==> config.mk <==
export PLATFORM = sky130hd
export DESIGN_NAME = pgwalk_top
export DESIGN_NICKNAME = d
export VERILOG_FILES = /design/src/rtl/pgwalk_pkg.sv /design/src/rtl/pgwalk_addr.sv /design/src/rtl/pgwalk_ctl.sv /design/src/rtl/pgwalk_top.sv
export SDC_FILE = /design/constraint.sdc
export NUM_CORES = 1
export LEC_CHECK = 0
export BUFFER_PORTS_ARGS = -buffer_cell sky130_fd_sc_hd__clkbuf_2
export CAP_MARGIN = 15
export CORE_ASPECT_RATIO = 0.8
export CORE_MARGIN = 5
export CORE_UTILIZATION = 53
export DETAILED_ROUTE_END_ITERATION = 8
export HOLD_SLACK_MARGIN = 0.05
export PLACE_DENSITY = 0.85
export SLEW_MARGIN = 5
export SYNTH_ARGS = -nofsm -noshare
export SYNTH_HDL_FRONTEND = slang
export SYNTH_SLANG_ARGS = --single-unit
==> constraint.sdc <==
create_clock -name clk -period 3.21 [get_ports clk]
set_input_delay 0.642 -clock clk [delete_from_list [all_inputs] [get_ports clk]]
set_output_delay 0.642 -clock clk [all_outputs]
set_load 0.005 [all_outputs]
==> src/rtl/pgwalk_pkg.sv <==
package pgwalk_pkg;
    typedef enum logic [2:0] {
        ST_IDLE,
        ST_DIR_REQ,
        ST_DIR_WAIT,
        ST_TBL_REQ,
        ST_TBL_WAIT,
        ST_RESP
    } walk_state_t;
endpackage

==> src/rtl/pgwalk_addr.sv <==
// Address arithmetic for the two walk levels and the final physical address.
module pgwalk_addr #(
    parameter int AW       = 32,
    parameter int DIR_W    = 10,
    parameter int TBL_W    = 10,
    parameter int OFF_W    = 12,
    parameter int ENT_LG   = 2
) (
    input  logic [AW-1:0] laddr,
    input  logic [AW-1:0] root,
    input  logic [AW-1:0] dir_ent,
    input  logic [AW-1:0] tbl_ent,
    output logic [AW-1:0] dir_ea,
    output logic [AW-1:0] tbl_ea,
    output logic [AW-1:0] phys
);
    localparam int TBL_LSB = OFF_W;
    localparam int DIR_LSB = OFF_W + TBL_W;
    localparam int FRM_W   = AW - OFF_W;

    logic [DIR_W-1:0] dir_idx;
    logic [TBL_W-1:0] tbl_idx;
    logic [AW-1:0]    root_base;
    logic [AW-1:0]    tbl_base;

    always_comb begin
        dir_idx   = laddr[DIR_LSB +: DIR_W];
        tbl_idx   = laddr[TBL_LSB +: TBL_W];
        root_base = {root[AW-1 -: FRM_W], {OFF_W{1'b0}}};
        tbl_base  = {dir_ent[AW-1 -: FRM_W], {OFF_W{1'b0}}};
        dir_ea    = root_base + (AW'(dir_idx) << ENT_LG);
        tbl_ea    = tbl_base + (AW'(tbl_idx) << ENT_LG);
        phys      = {tbl_ent[AW-1 -: FRM_W], laddr[OFF_W-1:0]};
    end
endmodule

==> src/rtl/pgwalk_ctl.sv <==
// Walk sequencer: state machine, captured request, captured entry and result.
module pgwalk_ctl
    import pgwalk_pkg::*;
#(
    parameter int AW = 32
) (
    input  logic          clk,
    input  logic          rst_n,
    input  logic          req_valid,
    output logic          req_ready,
    input  logic [AW-1:0] req_laddr,
    input  logic [AW-1:0] root_base,
    output logic          mem_req,
    output logic [AW-1:0] mem_addr,
    input  logic          mem_gnt,
    input  logic          mem_rvalid,
    input  logic [AW-1:0] mem_rdata,
    output logic          rsp_valid,
    output logic          rsp_fault,
    output logic [AW-1:0] rsp_addr,
    input  logic          rsp_ack,
    output logic [AW-1:0] laddr_q,
    output logic [AW-1:0] root_q,
    output logic [AW-1:0] dir_q,
    input  logic [AW-1:0] dir_ea,
    input  logic [AW-1:0] tbl_ea,
    input  logic [AW-1:0] phys
);
    walk_state_t state, state_nx;
    logic        fault_q;
    logic [AW-1:0] res_q;
    logic        present;

    assign present = mem_rdata[0];

    // State register
    always_ff @(posedge clk) begin
        if (!rst_n) state <= ST_IDLE;
        else        state <= state_nx;
    end

    // Next-state logic
    always_comb begin
        state_nx = state;
        unique case (state)
            ST_IDLE:     if (req_valid)  state_nx = ST_DIR_REQ;
            ST_DIR_REQ:  if (mem_gnt)    state_nx = ST_DIR_WAIT;
            ST_DIR_WAIT: if (mem_rvalid) state_nx = present ? ST_TBL_REQ : ST_RESP;
            ST_TBL_REQ:  if (mem_gnt)    state_nx = ST_TBL_WAIT;
            ST_TBL_WAIT: if (mem_rvalid) state_nx = ST_RESP;
            ST_RESP:     if (rsp_ack)    state_nx = ST_IDLE;
            default:                     state_nx = ST_IDLE;
        endcase
    end

    // Outputs
    always_comb begin
        req_ready = 1'b0;
        mem_req   = 1'b0;
        mem_addr  = '0;
        rsp_valid = 1'b0;
        unique case (state)
            ST_IDLE:    req_ready = 1'b1;
            ST_DIR_REQ: begin mem_req = 1'b1; mem_addr = dir_ea; end
            ST_TBL_REQ: begin mem_req = 1'b1; mem_addr = tbl_ea; end
            ST_RESP:    rsp_valid = 1'b1;
            default:    ;
        endcase
    end
    assign rsp_fault = fault_q;
    assign rsp_addr  = res_q;

    // Captured data
    always_ff @(posedge clk) begin
        if (!rst_n) begin
            laddr_q <= '0;
            root_q  <= '0;
            dir_q   <= '0;
            res_q   <= '0;
            fault_q <= 1'b0;
        end else begin
            if (state == ST_IDLE && req_valid) begin
                laddr_q <= req_laddr;
                root_q  <= root_base;
            end
            if (state == ST_DIR_WAIT && mem_rvalid) begin
                dir_q <= mem_rdata;
                if (!present) begin
                    fault_q <= 1'b1;
                    res_q   <= laddr_q;
                end
            end
            if (state == ST_TBL_WAIT && mem_rvalid) begin
                fault_q <= !present;
                res_q   <= present ? phys : laddr_q;
            end
        end
    end


    mem_hold_chk: assert property (@(posedge clk) disable iff (!rst_n)
        mem_req && !mem_gnt |=> mem_req && $stable(mem_addr));

    busy_ready_chk: assert property (@(posedge clk) disable iff (!rst_n)
        (mem_req || rsp_valid) |-> !req_ready);

    rsp_hold_chk: assert property (@(posedge clk) disable iff (!rst_n)
        rsp_valid && !rsp_ack |=> rsp_valid && $stable(rsp_addr) && $stable(rsp_fault));

    ack_idle_chk: assert property (@(posedge clk) disable iff (!rst_n)
        rsp_valid && rsp_ack |=> req_ready && !rsp_valid);

    one_side_chk: assert property (@(posedge clk) disable iff (!rst_n)
        !(mem_req && rsp_valid));

    root_keep_chk: assert property (@(posedge clk) disable iff (!rst_n)
        mem_req |=> $stable(root_q));
endmodule

==> src/rtl/pgwalk_top.sv <==
module pgwalk_top #(
    parameter int AW     = 32,
    parameter int DIR_W  = 10,
    parameter int TBL_W  = 10,
    parameter int OFF_W  = 12,
    parameter int ENT_LG = 2
) (
    input  logic          clk,
    input  logic          rst_n,
    input  logic          req_valid,
    output logic          req_ready,
    input  logic [AW-1:0] req_laddr,
    input  logic [AW-1:0] root_base,
    output logic          mem_req,
    output logic [AW-1:0] mem_addr,
    input  logic          mem_gnt,
    input  logic          mem_rvalid,
    input  logic [AW-1:0] mem_rdata,
    output logic          rsp_valid,
    output logic          rsp_fault,
    output logic [AW-1:0] rsp_addr,
    input  logic          rsp_ack
);
    logic [AW-1:0] laddr_q, root_q, dir_q;
    logic [AW-1:0] dir_ea, tbl_ea, phys;

    pgwalk_addr #(
        .AW(AW), .DIR_W(DIR_W), .TBL_W(TBL_W), .OFF_W(OFF_W), .ENT_LG(ENT_LG)
    ) u_addr (
        .laddr   (laddr_q),
        .root    (root_q),
        .dir_ent (dir_q),
        .tbl_ent (mem_rdata),
        .dir_ea  (dir_ea),
        .tbl_ea  (tbl_ea),
        .phys    (phys)
    );

    pgwalk_ctl #(.AW(AW)) u_ctl (
        .clk        (clk),
        .rst_n      (rst_n),
        .req_valid  (req_valid),
        .req_ready  (req_ready),
        .req_laddr  (req_laddr),
        .root_base  (root_base),
        .mem_req    (mem_req),
        .mem_addr   (mem_addr),
        .mem_gnt    (mem_gnt),
        .mem_rvalid (mem_rvalid),
        .mem_rdata  (mem_rdata),
        .rsp_valid  (rsp_valid),
        .rsp_fault  (rsp_fault),
        .rsp_addr   (rsp_addr),
        .rsp_ack    (rsp_ack),
        .laddr_q    (laddr_q),
        .root_q     (root_q),
        .dir_q      (dir_q),
        .dir_ea     (dir_ea),
        .tbl_ea     (tbl_ea),
        .phys       (phys)
    );
endmodule

==> results.cfg <==
[synthesis]
synth_edf_count = 0
synth_area_mm2 = 0.004546
netlist.area_leader.share_pct = 47.56
ys_top_cells_by_area = dfxtp_1, mux2i_1, nand2_1, a21oi_1, nor2_1
ys_seq_area_share_pct = 47.56
synth_largest_area_cell = dfxtp_1
yosysWarnings = 0
synth_ff_type = dfxtp_1
async_flop_share_pct = 0
synth_seq_cells = 108
syn_avg_cell_area_um2 = 8.205
synthDistinctLibCells = 33
syn_inst = 554

[finish]
drive_above_1_share_pct = 25.74
fillers = 751
layout.nets = 773
layout_common_cells = nand2_1, clkbuf_2, dfxtp_1, a21oi_1, mux2i_1
antenna_cells = 0
syn_to_final_growth_pct = 18.99
layout_commonest_cell = nand2_1

[setup_path]
worstSetupEndpointType = output pin
r2r_end = u_ctl.dir_q[23]
startpoint_type = register
arrival_ps = 2010
worstPathRequired_ps = 2570
reg2reg_slack_ps = 920
cp-endpoint = mem_addr[9]
worstSetupPathType = reg -> out
reg2reg_depth = 4
r2r-start = u_ctl.state[1]
critPathMaxFanout = 25
setup.worst_path.start = u_ctl.state[0]

[global_route]
grt-ovfl-total = 0
grt_pass1_wl_mm = 19.53
first_global_vias = 4095
grt_max_degree = 53
grtUsageTotal_pct = 23.18
grt_antenna_before_repair = 0

[drt]
wirelength_mm = 12.55
dr.pass1.iters = 5
dr_total_vias = 4166
avgRoutedWirePerCell_um = 15.93
vias_per_cell = 5.287
drtIter0Drc = 298
drc_errors = 0
ant_nets = 0

[clocking]
cts_tree = done
clk_pin_slew_ps = 110
cts_setup_buffers = 0
ctsResizeCount = 0
clock_latency_ps = 360
holdBufCountCts = 0
clockBufferDepth = 2
cts_sinks = 108
numCtsBuffers = 9
cts-htree-levels = 3
root_buffer = clkbuf_8

[run_status]
status = finished, final reports clean

[floorplanning]
io_pins = 170
fp.dieH_um = 92.84
rows = 30
start_util_pct = 54.06
die_x_um = 113.5
core_mm2 = 0.008408
die-area_mm2 = 0.01054

[sta]
final_hold_viol_count = 0
fmax_mhz = 376.8
setup_viol = 0
clock_skew_ps = 14.50
drv_slew = 0
finalSetupTns_ps = 0
rsz0062_at_grt = false
tightest_slew_ps = 1072
timing.final.crit_share_pct = 82.67
slew_headroom_pct = 28.26
min_period_ps = 2654

[power]
p_leak_nw = 2.360
vdd_drop_max_mv = 0.4070
p_per_area_mw_per_mm2 = 534.2
power.total_mw = 2.890

[placement]
dpl.hpwl_mm = 8.918
io_buffer_count = 144
gp_congestion = 0.8534

[worst_hold_path]
hp-class = reg -> reg

[job]
drv_cap = 0
==> logic make-up after synthesis <==
logic type	after synthesis	synth area share (%)
AO/OA/AOI/OAI	123	13.98
other	1	0.08250
AND/OR/NAND/NOR	211	18.86
flip-flops	108	47.56
buffers and inverters	49	5.863
multiplexers	62	13.65
==> cell type report <==
type	count	area, um^2	share of cell area, %
sequential	108	2163	40.00
multi-input combinational	398	2125	39.28
timing repair buffer	151	785.8	14.53
clock buffer	11	141.4	2.614
tap	112	140.1	2.591
clock inverter	5	42.54	0.7865
inverter	3	11.26	0.2082
==> registers in the layout (all words and copies together), names as in the netlist <==
signal and count:
u_ctl.root_q 20, u_ctl.dir_q 20, u_ctl.state 3, u_ctl.rsp_fault 1, u_ctl.rsp_addr 32, u_ctl.laddr_q 32
==> worst min path at each step <==
stage,to,depth (start not counted),startpoint,slack (ps)
after global placement,u_ctl.laddr_q[7],2,u_ctl.laddr_q[7],440
after floorplan,u_ctl.root_q[12],2,u_ctl.root_q[12],440
after CTS,u_ctl.root_q[16],2,u_ctl.root_q[16],460
after global routing,u_ctl.laddr_q[31],3,req_laddr[31],470
final,u_ctl.dir_q[25],2,u_ctl.dir_q[25],460
after detailed placement,u_ctl.root_q[16],2,u_ctl.root_q[16],450
==> synth_stat cells, types with 2 or more instances <==
cell type	instances
buf_4	11
o21ai_1	20
mux2i_1	62
nor2_1	45
a21oi_1	96
buf_2	12
dfxtp_1	108
o21ai_0	2
nand2_1	148
o211a_1	2
clkbuf_1	20
nand3_1	2
inv_1	2
and2_1	2
nand2b_1	3
buf_6	2
==> routing by layer <==
| metal | global-route usage, % | vias up | routed length, um |
|---|---|---|---|
| li1 | - | 2074 | - |
| met1 | 29.89 | 1950 | 5667 |
| met2 | 38.19 | 130 | 5913 |
| met3 | 6.989 | 12 | 875 |
| met4 | 5.305 | 0 | 92 |
| met5 | 0 | - | 0 |
==> critical path, stage by stage, from the launching register on <==
cell	delay, ps
dfxtp_1	630
nand2b_1	360
buf_4	350
nor2_1	170
clkbuf_2	140
==> metrics by stage <==
step	worst slack [ps]	util (%)	cell area (um^2)	hold slack, ps	std cells
2_1_floorplan	1443	-	4549	435.7	555
3_3_place_gp	1011	62.14	5225	441.4	772
3_5_place_dp	948.8	62.14	5225	448.4	772
4_1_cts	571.6	64.33	5409	462.5	788
5_1_grt	410.7	64.33	5409	467.5	788
6_report	556.3	64.33	5409	461.0	788
==> where the power goes <==
part	switching [mW]	internal, mW
Sequential	0.0881	1.44
Clock	0.472	0.313
Combinational	0.351	0.226
Note: power is estimated with default switching activity, not from simulation.
